$ cat src/rtl/mwdma_pkg.sv
package mwdma_pkg;

    localparam int SETUP_W = 4;
    localparam int STRB_W  = 8;
    localparam int EOC_W   = 8;
    localparam int CFG_W   = 32;
    localparam int CNT_W   = STRB_W + 1;

    typedef struct packed {
        logic [EOC_W-1:0]   eoc;
        logic [STRB_W-1:0]  strb;
        logic [SETUP_W-1:0] setup;
    } mw_timing_t;

    localparam int TIM_W = $bits(mw_timing_t);

    typedef enum logic [2:0] {
        ST_IDLE,
        ST_SETUP,
        ST_WAITW,
        ST_STRB,
        ST_RECOV,
        ST_TAIL
    } mw_state_e;

    // Remainder keeps the quotient, exact division drops one.
    function automatic int unsigned time_to_count(int unsigned t_ps, int unsigned clk_ps);
        int unsigned q;
        q = t_ps / clk_ps;
        if ((t_ps % clk_ps) == 0 && q != 0)
            q = q - 1;
        return q;
    endfunction

    function automatic logic [CFG_W-1:0] pack_timing(int unsigned setup,
                                                      int unsigned strb,
                                                      int unsigned eoc);
        mw_timing_t t;
        t.setup = SETUP_W'(setup);
        t.strb  = STRB_W'(strb);
        t.eoc   = EOC_W'(eoc);
        return CFG_W'(t);
    endfunction

endpackage

$ cat src/rtl/mwdma_cfg_unpack.sv
module mwdma_cfg_unpack
    import mwdma_pkg::*;
(
    input  logic [CFG_W-1:0] cfg_word,
    output mw_timing_t       tim
);
    logic [CFG_W-TIM_W-1:0] unused_hi;

    assign tim       = cfg_word[TIM_W-1:0];
    assign unused_hi = cfg_word[CFG_W-1:TIM_W];
endmodule

$ cat src/rtl/mwdma_timer.sv
module mwdma_timer #(
    parameter int W = 9
) (
    input  logic         clk,
    input  logic         rst,
    input  logic         clr,
    output logic [W-1:0] cnt
);
    localparam logic [W-1:0] MAXV = '1;

    always_ff @(posedge clk) begin
        if (rst || clr)
            cnt <= '0;
        else if (cnt != MAXV)
            cnt <= cnt + 1'b1;
    end
endmodule

$ cat src/rtl/mwdma_ctrl.sv
module mwdma_ctrl
    import mwdma_pkg::*;
(
    input  logic             clk,
    input  logic             rst,
    input  logic             en,
    input  logic             wr_dir,
    input  logic             dmarq,
    input  logic             wr_valid,
    input  mw_timing_t       tim,
    input  logic [CNT_W-1:0] cnt,
    output logic             cnt_clr,
    output mw_state_e        state,
    output logic             is_wr,
    output logic             take,
    output logic             cap
);
    mw_state_e nxt;
    logic      go;
    logic      word_ok;
    logic      setup_done;
    logic      strb_done;
    logic      eoc_done;

    assign go         = en && dmarq;
    assign word_ok    = !is_wr || wr_valid;
    assign setup_done = cnt >= CNT_W'(tim.setup);
    assign strb_done  = cnt >= CNT_W'(tim.strb);
    assign eoc_done   = cnt >= CNT_W'(tim.eoc);

    always_comb begin
        nxt     = state;
        cnt_clr = 1'b0;
        take    = 1'b0;
        cap     = 1'b0;
        unique case (state)
            ST_IDLE: if (go) begin
                nxt     = ST_SETUP;
                cnt_clr = 1'b1;
            end
            ST_SETUP: begin
                if (!go) begin
                    nxt     = ST_TAIL;
                    cnt_clr = 1'b1;
                end else if (setup_done) begin
                    take = 1'b1;
                    if (word_ok) begin
                        nxt     = ST_STRB;
                        cnt_clr = 1'b1;
                    end else begin
                        nxt = ST_WAITW;
                    end
                end
            end
            ST_WAITW: begin
                if (!go) begin
                    nxt     = ST_TAIL;
                    cnt_clr = 1'b1;
                end else begin
                    take = 1'b1;
                    if (word_ok) begin
                        nxt     = ST_STRB;
                        cnt_clr = 1'b1;
                    end
                end
            end
            ST_STRB: if (strb_done) begin
                nxt = ST_RECOV;
                cap = !is_wr;
            end
            ST_RECOV: if (eoc_done) begin
                if (go) begin
                    take = 1'b1;
                    if (word_ok) begin
                        nxt     = ST_STRB;
                        cnt_clr = 1'b1;
                    end else begin
                        nxt = ST_WAITW;
                    end
                end else begin
                    nxt     = ST_TAIL;
                    cnt_clr = 1'b1;
                end
            end
            ST_TAIL: if (setup_done) nxt = ST_IDLE;
            default: nxt = ST_IDLE;
        endcase
    end

    always_ff @(posedge clk) begin
        if (rst) begin
            state <= ST_IDLE;
            is_wr <= 1'b0;
        end else begin
            state <= nxt;
            if (state == ST_IDLE && go)
                is_wr <= wr_dir;
        end
    end
endmodule

$ cat src/rtl/mwdma_datapath.sv
module mwdma_datapath #(
    parameter int DW = 16
) (
    input  logic          clk,
    input  logic          rst,
    input  logic          load_wr,
    input  logic [DW-1:0] wr_data,
    input  logic          cap,
    input  logic [DW-1:0] dd_in,
    output logic [DW-1:0] dd_out,
    output logic [DW-1:0] rd_data,
    output logic          rd_valid
);
    always_ff @(posedge clk) begin
        if (rst) begin
            dd_out   <= '0;
            rd_data  <= '0;
            rd_valid <= 1'b0;
        end else begin
            rd_valid <= cap;
            if (load_wr)
                dd_out <= wr_data;
            if (cap)
                rd_data <= dd_in;
        end
    end
endmodule

$ cat src/rtl/mwdma_seq.sv
module mwdma_seq
    import mwdma_pkg::*;
#(
    parameter int DATA_W = 16
) (
    input  logic              clk,
    input  logic              rst,
    input  logic              en,
    input  logic              wr_dir,
    input  logic [CFG_W-1:0]  timing_cfg,
    input  logic              dmarq,
    output logic              dmack_n,
    output logic              cs0_n,
    output logic              cs1_n,
    output logic              dior_n,
    output logic              diow_n,
    output logic [DATA_W-1:0] dd_out,
    output logic              dd_oe,
    input  logic [DATA_W-1:0] dd_in,
    input  logic [DATA_W-1:0] wr_data,
    input  logic              wr_valid,
    output logic              wr_ready,
    output logic [DATA_W-1:0] rd_data,
    output logic              rd_valid
);
    mw_timing_t       tim;
    mw_state_e        state;
    logic [CNT_W-1:0] cnt;
    logic             cnt_clr;
    logic             is_wr;
    logic             take;
    logic             cap;
    logic             strb_on;

    mwdma_cfg_unpack u_cfg (
        .cfg_word (timing_cfg),
        .tim      (tim)
    );

    mwdma_timer #(.W(CNT_W)) u_tmr (
        .clk (clk),
        .rst (rst),
        .clr (cnt_clr),
        .cnt (cnt)
    );

    mwdma_ctrl u_ctl (
        .clk      (clk),
        .rst      (rst),
        .en       (en),
        .wr_dir   (wr_dir),
        .dmarq    (dmarq),
        .wr_valid (wr_valid),
        .tim      (tim),
        .cnt      (cnt),
        .cnt_clr  (cnt_clr),
        .state    (state),
        .is_wr    (is_wr),
        .take     (take),
        .cap      (cap)
    );

    assign wr_ready = take && is_wr;

    mwdma_datapath #(.DW(DATA_W)) u_dp (
        .clk      (clk),
        .rst      (rst),
        .load_wr  (wr_ready && wr_valid),
        .wr_data  (wr_data),
        .cap      (cap),
        .dd_in    (dd_in),
        .dd_out   (dd_out),
        .rd_data  (rd_data),
        .rd_valid (rd_valid)
    );

    assign strb_on = (state == ST_STRB);
    assign dmack_n = (state == ST_IDLE);
    assign cs0_n   = 1'b1;
    assign cs1_n   = 1'b1;
    assign diow_n  = !(strb_on && is_wr);
    assign dior_n  = !(strb_on && !is_wr);
    assign dd_oe   = strb_on && is_wr;
endmodule

$ cat config.mk
export PLATFORM = sky130hd
export DESIGN_NAME = mwdma_seq
export DESIGN_NICKNAME = d
export VERILOG_FILES = /design/src/rtl/mwdma_pkg.sv /design/src/rtl/mwdma_cfg_unpack.sv /design/src/rtl/mwdma_timer.sv /design/src/rtl/mwdma_ctrl.sv /design/src/rtl/mwdma_datapath.sv /design/src/rtl/mwdma_seq.sv
export SDC_FILE = /design/constraint.sdc
export NUM_CORES = 1
export LEC_CHECK = 0
export BUFFER_PORTS_ARGS = -buffer_cell sky130_fd_sc_hd__buf_2
export CORE_MARGIN = 2
export CORE_UTILIZATION = 48
export DETAILED_ROUTE_END_ITERATION = 6
export GPL_ROUTABILITY_DRIVEN = 0
export PLACE_DENSITY_LB_ADDON = 0.3
export SLEW_MARGIN = 20
export SYNTH_ARGS = -nofsm -noshare
export SYNTH_HDL_FRONTEND = slang
export SYNTH_SLANG_ARGS = --single-unit
$ cat constraint.sdc
create_clock -name clk -period 2.8 [get_ports clk]
set_input_delay 0.28 -clock clk [delete_from_list [all_inputs] [get_ports clk]]
set_output_delay 0.28 -clock clk [all_outputs]
set_load 0.03 [all_outputs]
==> results of run 1 <==
[power by group through the flow]
stage               Sequential, mW  Combinational (mW)  Clock, mW
global route                 0.696               0.280      0.538
global placement             0.708               0.238          0
CTS                          0.693               0.245      0.509
finish                       0.692               0.244      0.495
detailed placement           0.708               0.244          0
floorplan                    0.699               0.172          0
[flip-flops by register name (all words and copies together) (netlist names)]
| register | cells |
|---|---|
| u_dp.dd_out | 16 |
| u_dp.rd_data | 16 |
| u_dp.rd_valid | 1 |
| u_tmr.cnt | 9 |
| u_ctl.is_wr | 1 |
| u_ctl.state | 3 |
[stage by stage]
step / util (%) / cells / setup slack, ns
final: 62.6 / 459 / 0.198
after global routing: 62.6 / 459 / -0.0628
after CTS: 62.6 / 459 / 0.169
after detailed placement: 60.4 / 452 / 0.242
after global placement: 60.4 / 452 / 0.310
after floorplan: - / 296 / 0.659
[synthesized netlist by cell type (all sizes together), types with 2 or more instances]
master / n
xor2: 6
nor2: 40
mux2i: 35
nand2b: 34
or3: 3
inv: 23
nand3: 8
a21oi: 10
dfxtp: 46
nor3b: 3
o311ai: 2
nor3: 2
nand2: 14
o21ai: 8
a211oi: 6
o31ai: 2
nor2b: 3
ha: 22
clkbuf: 7
buf: 6
[worst max-delay path, cell delays in order, from the launching register on]
cell and delay (ns):
dfxtp_1 0.40, inv_1 0.10, ha_1 0.27, nand2b_1 0.14, a211oi_1 0.30, nor2_1 0.10, o41ai_2 0.44, a21oi_1 0.09
buf_2 0.20
[metal layers]
layer | share of wire (%) | track usage (%)
met1 | 45 | 22.4
met2 | 48 | 35.2
met3 | 5.7 | 4.77
met4 | 0.97 | 5.36
met5 | 0 | 0
[area by class of cell]
cell class | count | area share, %
multi-input cells | 214 | 47.1
inverters | 23 | 2.67
clock inverters | 1 | 0.927
flip-flops and latches | 46 | 28.4
well taps | 70 | 2.70
repair buffers | 99 | 15.6
clock buffers | 6 | 2.55
[cells by family after synthesis]
family / synth area share (%)
simple gates: 21.7
flops: 35.4
buf+inv: 6.02
xor+xnor: 2.36
compound gates: 10.3
other cells: 0.144
mux: 13.5
fa+ha+maj: 10.6
[worst max-delay path by stage]
| stage | startpoint | endpoint | slack (ns) | depth (start not counted) |
|---|---|---|---|---|
| finish | u_tmr.cnt[0] | wr_ready | 0.20 | 8 |
| global route | u_tmr.cnt[0] | wr_ready | -0.06 | 8 |
| CTS | u_tmr.cnt[0] | wr_ready | 0.17 | 8 |
| detailed placement | u_ctl.state[1] | u_dp.dd_out[5] | 0.24 | 6 |
| global placement | u_ctl.state[1] | u_dp.dd_out[15] | 0.31 | 6 |
| floorplan | u_tmr.cnt[0] | u_dp.dd_out[10] | 0.66 | 9 |
==> tab_implementation.tex, run 1 <==
\begin{tabular}{lr}
\hline
Metric & Value \\
\hline
\multicolumn{2}{l}{\textbf{Run status}} \\
Result of the run & complete, no violations \\
\multicolumn{2}{l}{\textbf{Worst setup path}} \\
Worst reg2reg setup slack & 0.29 ns \\
Type of origin of the critical path & flip-flop \\
Arr. time, crit path & 2.32 ns \\
Capture point of the worst reg-to-reg path & u\_dp.dd\_out[5] \\
Worst setup EP type & output pin \\
Critical setup path kind & reg -> out \\
Largest fanout on the critical path & 4 \\
RR Startpoint & u\_ctl.state[1] \\
Critical Path RT & 2.52 ns \\
Worst reg-to-reg path cell count & 6 \\
\multicolumn{2}{l}{\textbf{Logic synthesis}} \\
Biggest area contributors in the synthesized netlist & dfxtp\_1, mux2i\_1, ha\_1, nand2b\_1, nor2\_1 \\
Netlist area before placement & 0.00260 mm2 \\
Yosys cell types & 44 \\
Synthesized instance count & 295 \\
Library cell with the largest summed area after synthesis & dfxtp\_1 \\
Share of the synthesized area in the top cell type & 35.4\% \\
Ys Warns & 0 \\
Number of enable flip-flop cells after synthesis & 0 \\
Mean area per synthesized cell & 8.81 um2 \\
Register bit count reported by yosys & 46 \\
Proportion of synthesized flip-flops having asynchronous set or reset & 0\% \\
Flip-flop cell with the highest count after synthesis & dfxtp\_1 \\
Sequential-to-total area share from yosys stat & 35.4\% \\
\multicolumn{2}{l}{\textbf{Clock network}} \\
Total CTS buffers & 5 \\
Post-cts resize count & 0 \\
Root cell of the clock tree & clkbuf\_8 \\
CTS tree & done \\
Clock edge transition at the registers on the reported setup and hold paths & 0.08 ns \\
CTS Sinks & 46 \\
Number of H-tree levels & 2 \\
Post-CTS Repair Setup Buffers & 0 \\
Number of buffers added to fix hold violations after cts & 0 \\
Clock latency reported for the late side of the worst-skew pair & 0.29 ns \\
Maximum clock insertion buffer count & 2 \\
\multicolumn{2}{l}{\textbf{Timing}} \\
Final setup viols & 0 \\
Total count of hold-check failures in the final report & 0 \\
Max\_slew headroom & 28.5\% \\
Unrepaired setup endpoints after global routing & true \\
Max frequency & 0.384 GHz \\
Worst hold slack after final layout & 0.220 ns \\
Final worst clock skew & 0.00601 ns \\
Tcrit/Tclk final & 92.9\% \\
Post-route minimum period & 2.60 ns \\
Measured slew at the worst slew-check pin & 1.07 ns \\
Slew Limit Fails & 0 \\
Post-Route Setup TNS & 0 ns \\
\multicolumn{2}{l}{\textbf{Hold path}} \\
Worst hold path class & in -> reg \\
Hold Crit Endpoint & u\_dp.rd\_data[0] \\
Hold Crit Depth & 3 \\
Hold\_sp & dd\_in[0] \\
\multicolumn{2}{l}{\textbf{Routing}} \\
Count of nets left with antenna violations after detail routing & 0 \\
Starting DRC count in detailed routing & 55 \\
Via count & 2275 \\
DRC & 0 \\
Wire length per cell & 11.9 um \\
Post-detailed-routing wire length & 5470 um \\
Number of detailed-routing iterations run before antenna repair & 4 \\
Mean number of vias per cell & 4.96 \\
\multicolumn{2}{l}{\textbf{GRT}} \\
Overall track demand over capacity in global routing & 19.4\% \\
Number of global-route vias before repair & 2272 \\
Pin count of the biggest net entering global routing & 45 \\
Wire length of the first global-routing pass & 9630 um \\
GRT overflow & 0 \\
Initial antenna violation count & 0 \\
\multicolumn{2}{l}{\textbf{Floorplan}} \\
Standard cell core area & 0.00517 mm2 \\
Total Die Area & 0.00602 mm2 \\
Starting Density & 50.3\% \\
Die Height & 77.6 um \\
Boundary pin count & 110 \\
Number of core rows & 26 \\
DIE WIDTH & 77.6 um \\
\multicolumn{2}{l}{\textbf{Layout}} \\
Fin nets & 481 \\
Most frequent cells in the layout & buf\_2, dfxtp\_1, nor2\_1 \\
Multi-input gate area & 0.00153 mm2 \\
Total of fill cells in the finished design & 470 \\
Share of layout cells above drive strength 1 & 29.0\% \\
Layout overhead on the synthesized area & 24.6\% \\
Antenna cell count & 0 \\
Flip-flop and latch area & 921 um2 \\
Commonest non-fill, non-tap cell in the layout & buf\_2 \\
Total non-filler cell area in the finished layout & 0.00324 mm2 \\
\multicolumn{2}{l}{\textbf{Power}} \\
NetSw & 0.365 mW \\
Total internal power & 1.07 mW \\
Flop pwr share & 48.4\% \\
Pwr dens & 442 mW/mm2 \\
Combinational group share of total power & 17.0\% \\
Share of total power in the clock network & 34.6\% \\
Standby leakage power & 1.53 nW \\
Max rail drop VDD & 0.314 mV \\
Total Power Consumption & 1.43 mW \\
Fraction of power spent switching nets & 25.5\% \\
\multicolumn{2}{l}{\textbf{Placement}} \\
DPL Wire Length & 4270 um \\
\# port buffers & 95 \\
Placement Cell Area & 0.00313 mm2 \\
\multicolumn{2}{l}{\textbf{Run}} \\
Max-capacitance violation count & 0 \\
\hline
\end{tabular}
No activity file was read; power rests on OpenSTA's default activity.
==> run 2, diff against run 1 <==
CORE_UTILIZATION = 43   (was 48)
PLACE_DENSITY = 0.75   (was default)
PLACE_DENSITY_LB_ADDON = default   (was 0.3)
RECOVER_POWER = 100   (was default)
clock period = 2.1 ns   (was 2.8 ns; I/O delays follow)
==> tab_implementation.tex, run 2 (same netlist as run 1, synthesis figures left out) <==
\begin{tabular}{lr}
\hline
Metric & Value \\
\hline
\multicolumn{2}{l}{\textbf{Timing}} \\
Unrepaired setup endpoints after global routing & true \\
Max frequency & 0.461 GHz \\
Post-route minimum period & 2.17 ns \\
Tcrit/Tclk final & 103\% \\
Final setup viols & 2 \\
Worst setup slack after layout & -0.0709 ns \\
Slew Limit Fails & 0 \\
Total count of hold-check failures in the final report & 0 \\
Final worst clock skew & 0.00352 ns \\
\multicolumn{2}{l}{\textbf{Floorplan}} \\
Number of core rows & 28 \\
Total Die Area & 0.00668 mm2 \\
DIE WIDTH & 81.8 um \\
Starting Density & 44.2\% \\
Standard cell core area & 0.00589 mm2 \\
Boundary pin count & 110 \\
Die Height & 81.8 um \\
\multicolumn{2}{l}{\textbf{Placement}} \\
DP Cell Count & 473 \\
DPL Wire Length & 4330 um \\
\# port buffers & 95 \\
Placement Cell Area & 0.00327 mm2 \\
\multicolumn{2}{l}{\textbf{Routing}} \\
DRC & 0 \\
Wire length per cell & 12.0 um \\
Starting DRC count in detailed routing & 65 \\
Via count & 2364 \\
Count of nets left with antenna violations after detail routing & 0 \\
Mean number of vias per cell & 4.87 \\
Post-detailed-routing wire length & 5800 um \\
Number of detailed-routing iterations run before antenna repair & 4 \\
\multicolumn{2}{l}{\textbf{Clock network}} \\
CTS tree & done \\
Maximum clock insertion buffer count & 2 \\
CTS Sinks & 46 \\
Total CTS buffers & 5 \\
Clock latency reported for the late side of the worst-skew pair & 0.30 ns \\
Root cell of the clock tree & clkbuf\_8 \\
Number of H-tree levels & 2 \\
Clock edge transition at the registers on the reported setup and hold paths & 0.09 ns \\
Number of buffers added to fix hold violations after cts & 0 \\
\multicolumn{2}{l}{\textbf{Run status}} \\
Violations in the final reports & negative setup slack \\
Result of the run & finished, violations left \\
\multicolumn{2}{l}{\textbf{Run}} \\
Max-capacitance violation count & 0 \\
\multicolumn{2}{l}{\textbf{Layout}} \\
Fin nets & 501 \\
Biggest registers after layout & u\_dp.dd\_out: 16 flops, u\_dp.rd\_data: 16 flops, u\_tmr.cnt: 9 flops \\
Commonest non-fill, non-tap cell in the layout & buf\_2 \\
Most frequent cells in the layout & buf\_2, dfxtp\_1, nor2\_1, clkbuf\_1, mux2i\_1 \\
Finished Layout Cells & 485 \\
Total of fill cells in the finished design & 575 \\
Antenna cell count & 0 \\
Layout overhead on the synthesized area & 33.6\% \\
Multi-input gate area & 0.00164 mm2 \\
Share of layout cells above drive strength 1 & 27.3\% \\
Flip-flop and latch area & 925 um2 \\
Total non-filler cell area in the finished layout & 0.00347 mm2 \\
\multicolumn{2}{l}{\textbf{Worst setup path}} \\
Type of origin of the critical path & flip-flop \\
Arr. time, crit path & 1.96 ns \\
Critical setup path kind & reg -> out \\
Worst setup EP type & output pin \\
Largest fanout on the critical path & 2 \\
Critical Path RT & 1.89 ns \\
\multicolumn{2}{l}{\textbf{GRT}} \\
Overall track demand over capacity in global routing & 17.9\% \\
Number of global-route vias before repair & 2268 \\
Initial antenna violation count & 0 \\
Pin count of the biggest net entering global routing & 37 \\
Wire length of the first global-routing pass & 9340 um \\
GRT overflow & 0 \\
\multicolumn{2}{l}{\textbf{Power}} \\
Pwr dens & 546 mW/mm2 \\
Max rail drop VDD & 0.414 mV \\
Standby leakage power & 1.49 nW \\
Total Power Consumption & 1.90 mW \\
\multicolumn{2}{l}{\textbf{Hold path}} \\
Worst hold path class & in -> reg \\
\hline
\end{tabular}
## run 2: cell types whose count changed in the layout (fill, tap and decap cells not counted), sizes merged
cell      change
bufinv        -1
buf          -19
clkbuf       +38
inv           +1
clkinv        +1
clkinvlp      +1
## run 2: timing repair
action / 4_1_cts / 5_1_grt
pin swaps: 3 / 7
buffers inserted: 4 / 2
endpoints found under the setup margin: 43 / 45
gates cloned: 1 / 0
gates resized for setup: 14 / 17
## run 2: per-layer routing
metal	up-vias	routed length, um	track usage (%)
met3	7	402	4.73
met5	-	0	0
met1	1047	2590	21.9
met2	86	2750	29.8
li1	1224	-	-
met4	0	68	7.00
## run 2: final cells by class
cell class	instances	share of cell area, %
Tap cell	75	2.70
Clock buffer	5	1.98
Multi-Input combinational cell	214	47.2
Inverter	23	2.48
Clock inverter	3	0.720
Sequential cell	46	26.6
Timing Repair Buffer	119	18.3
## run 2: critical path, stage by stage (launching register included)
cell and delay [ns]:
dfxtp_2 0.34, inv_2 0.04, buf_6 0.11, ha_4 0.20
nand2b_4 0.14, a211oi_4 0.27, nor2_2 0.08, o41ai_4 0.26
a21oi_2 0.07, buf_6 0.15
## run 2: power breakdown
| part | total (mW) | internal [mW] | leakage (nW) | switching (mW) |
|---|---|---|---|---|
| combinational | 0.434 | 0.203 | 1.07 | 0.231 |
| sequential | 0.903 | 0.892 | 0.372 | 0.0109 |
| clock | 0.562 | 0.241 | 0.0447 | 0.321 |
## run 2: metrics by stage
stage,hold slack (ns),worst slack (ns),util (%),setup TNS [ns]
final,0.141,-0.0709,59.0,-0.0736
after global routing,0.136,-0.201,59.0,-1.25
after CTS,0.132,-0.188,59.0,-2.24
after detailed placement,0.453,-0.203,55.5,-4.92
after global placement,0.440,-0.182,55.5,-4.17
after floorplan,0.354,0.0312,-,0
## run 2: final timing paths
kind / from / to / slack (ns) / cells past startpoint
setup / recovery: u_tmr.cnt[0] / wr_ready / -0.07 / 9
hold / removal: dd_in[13] / u_dp.rd_data[13] / 0.14 / 3
setup reg to reg: u_tmr.cnt[0] / u_ctl.state[0] / 0 / 9
hold reg to reg: u_dp.dd_out[2] / u_dp.dd_out[2] / 0.47 / 2
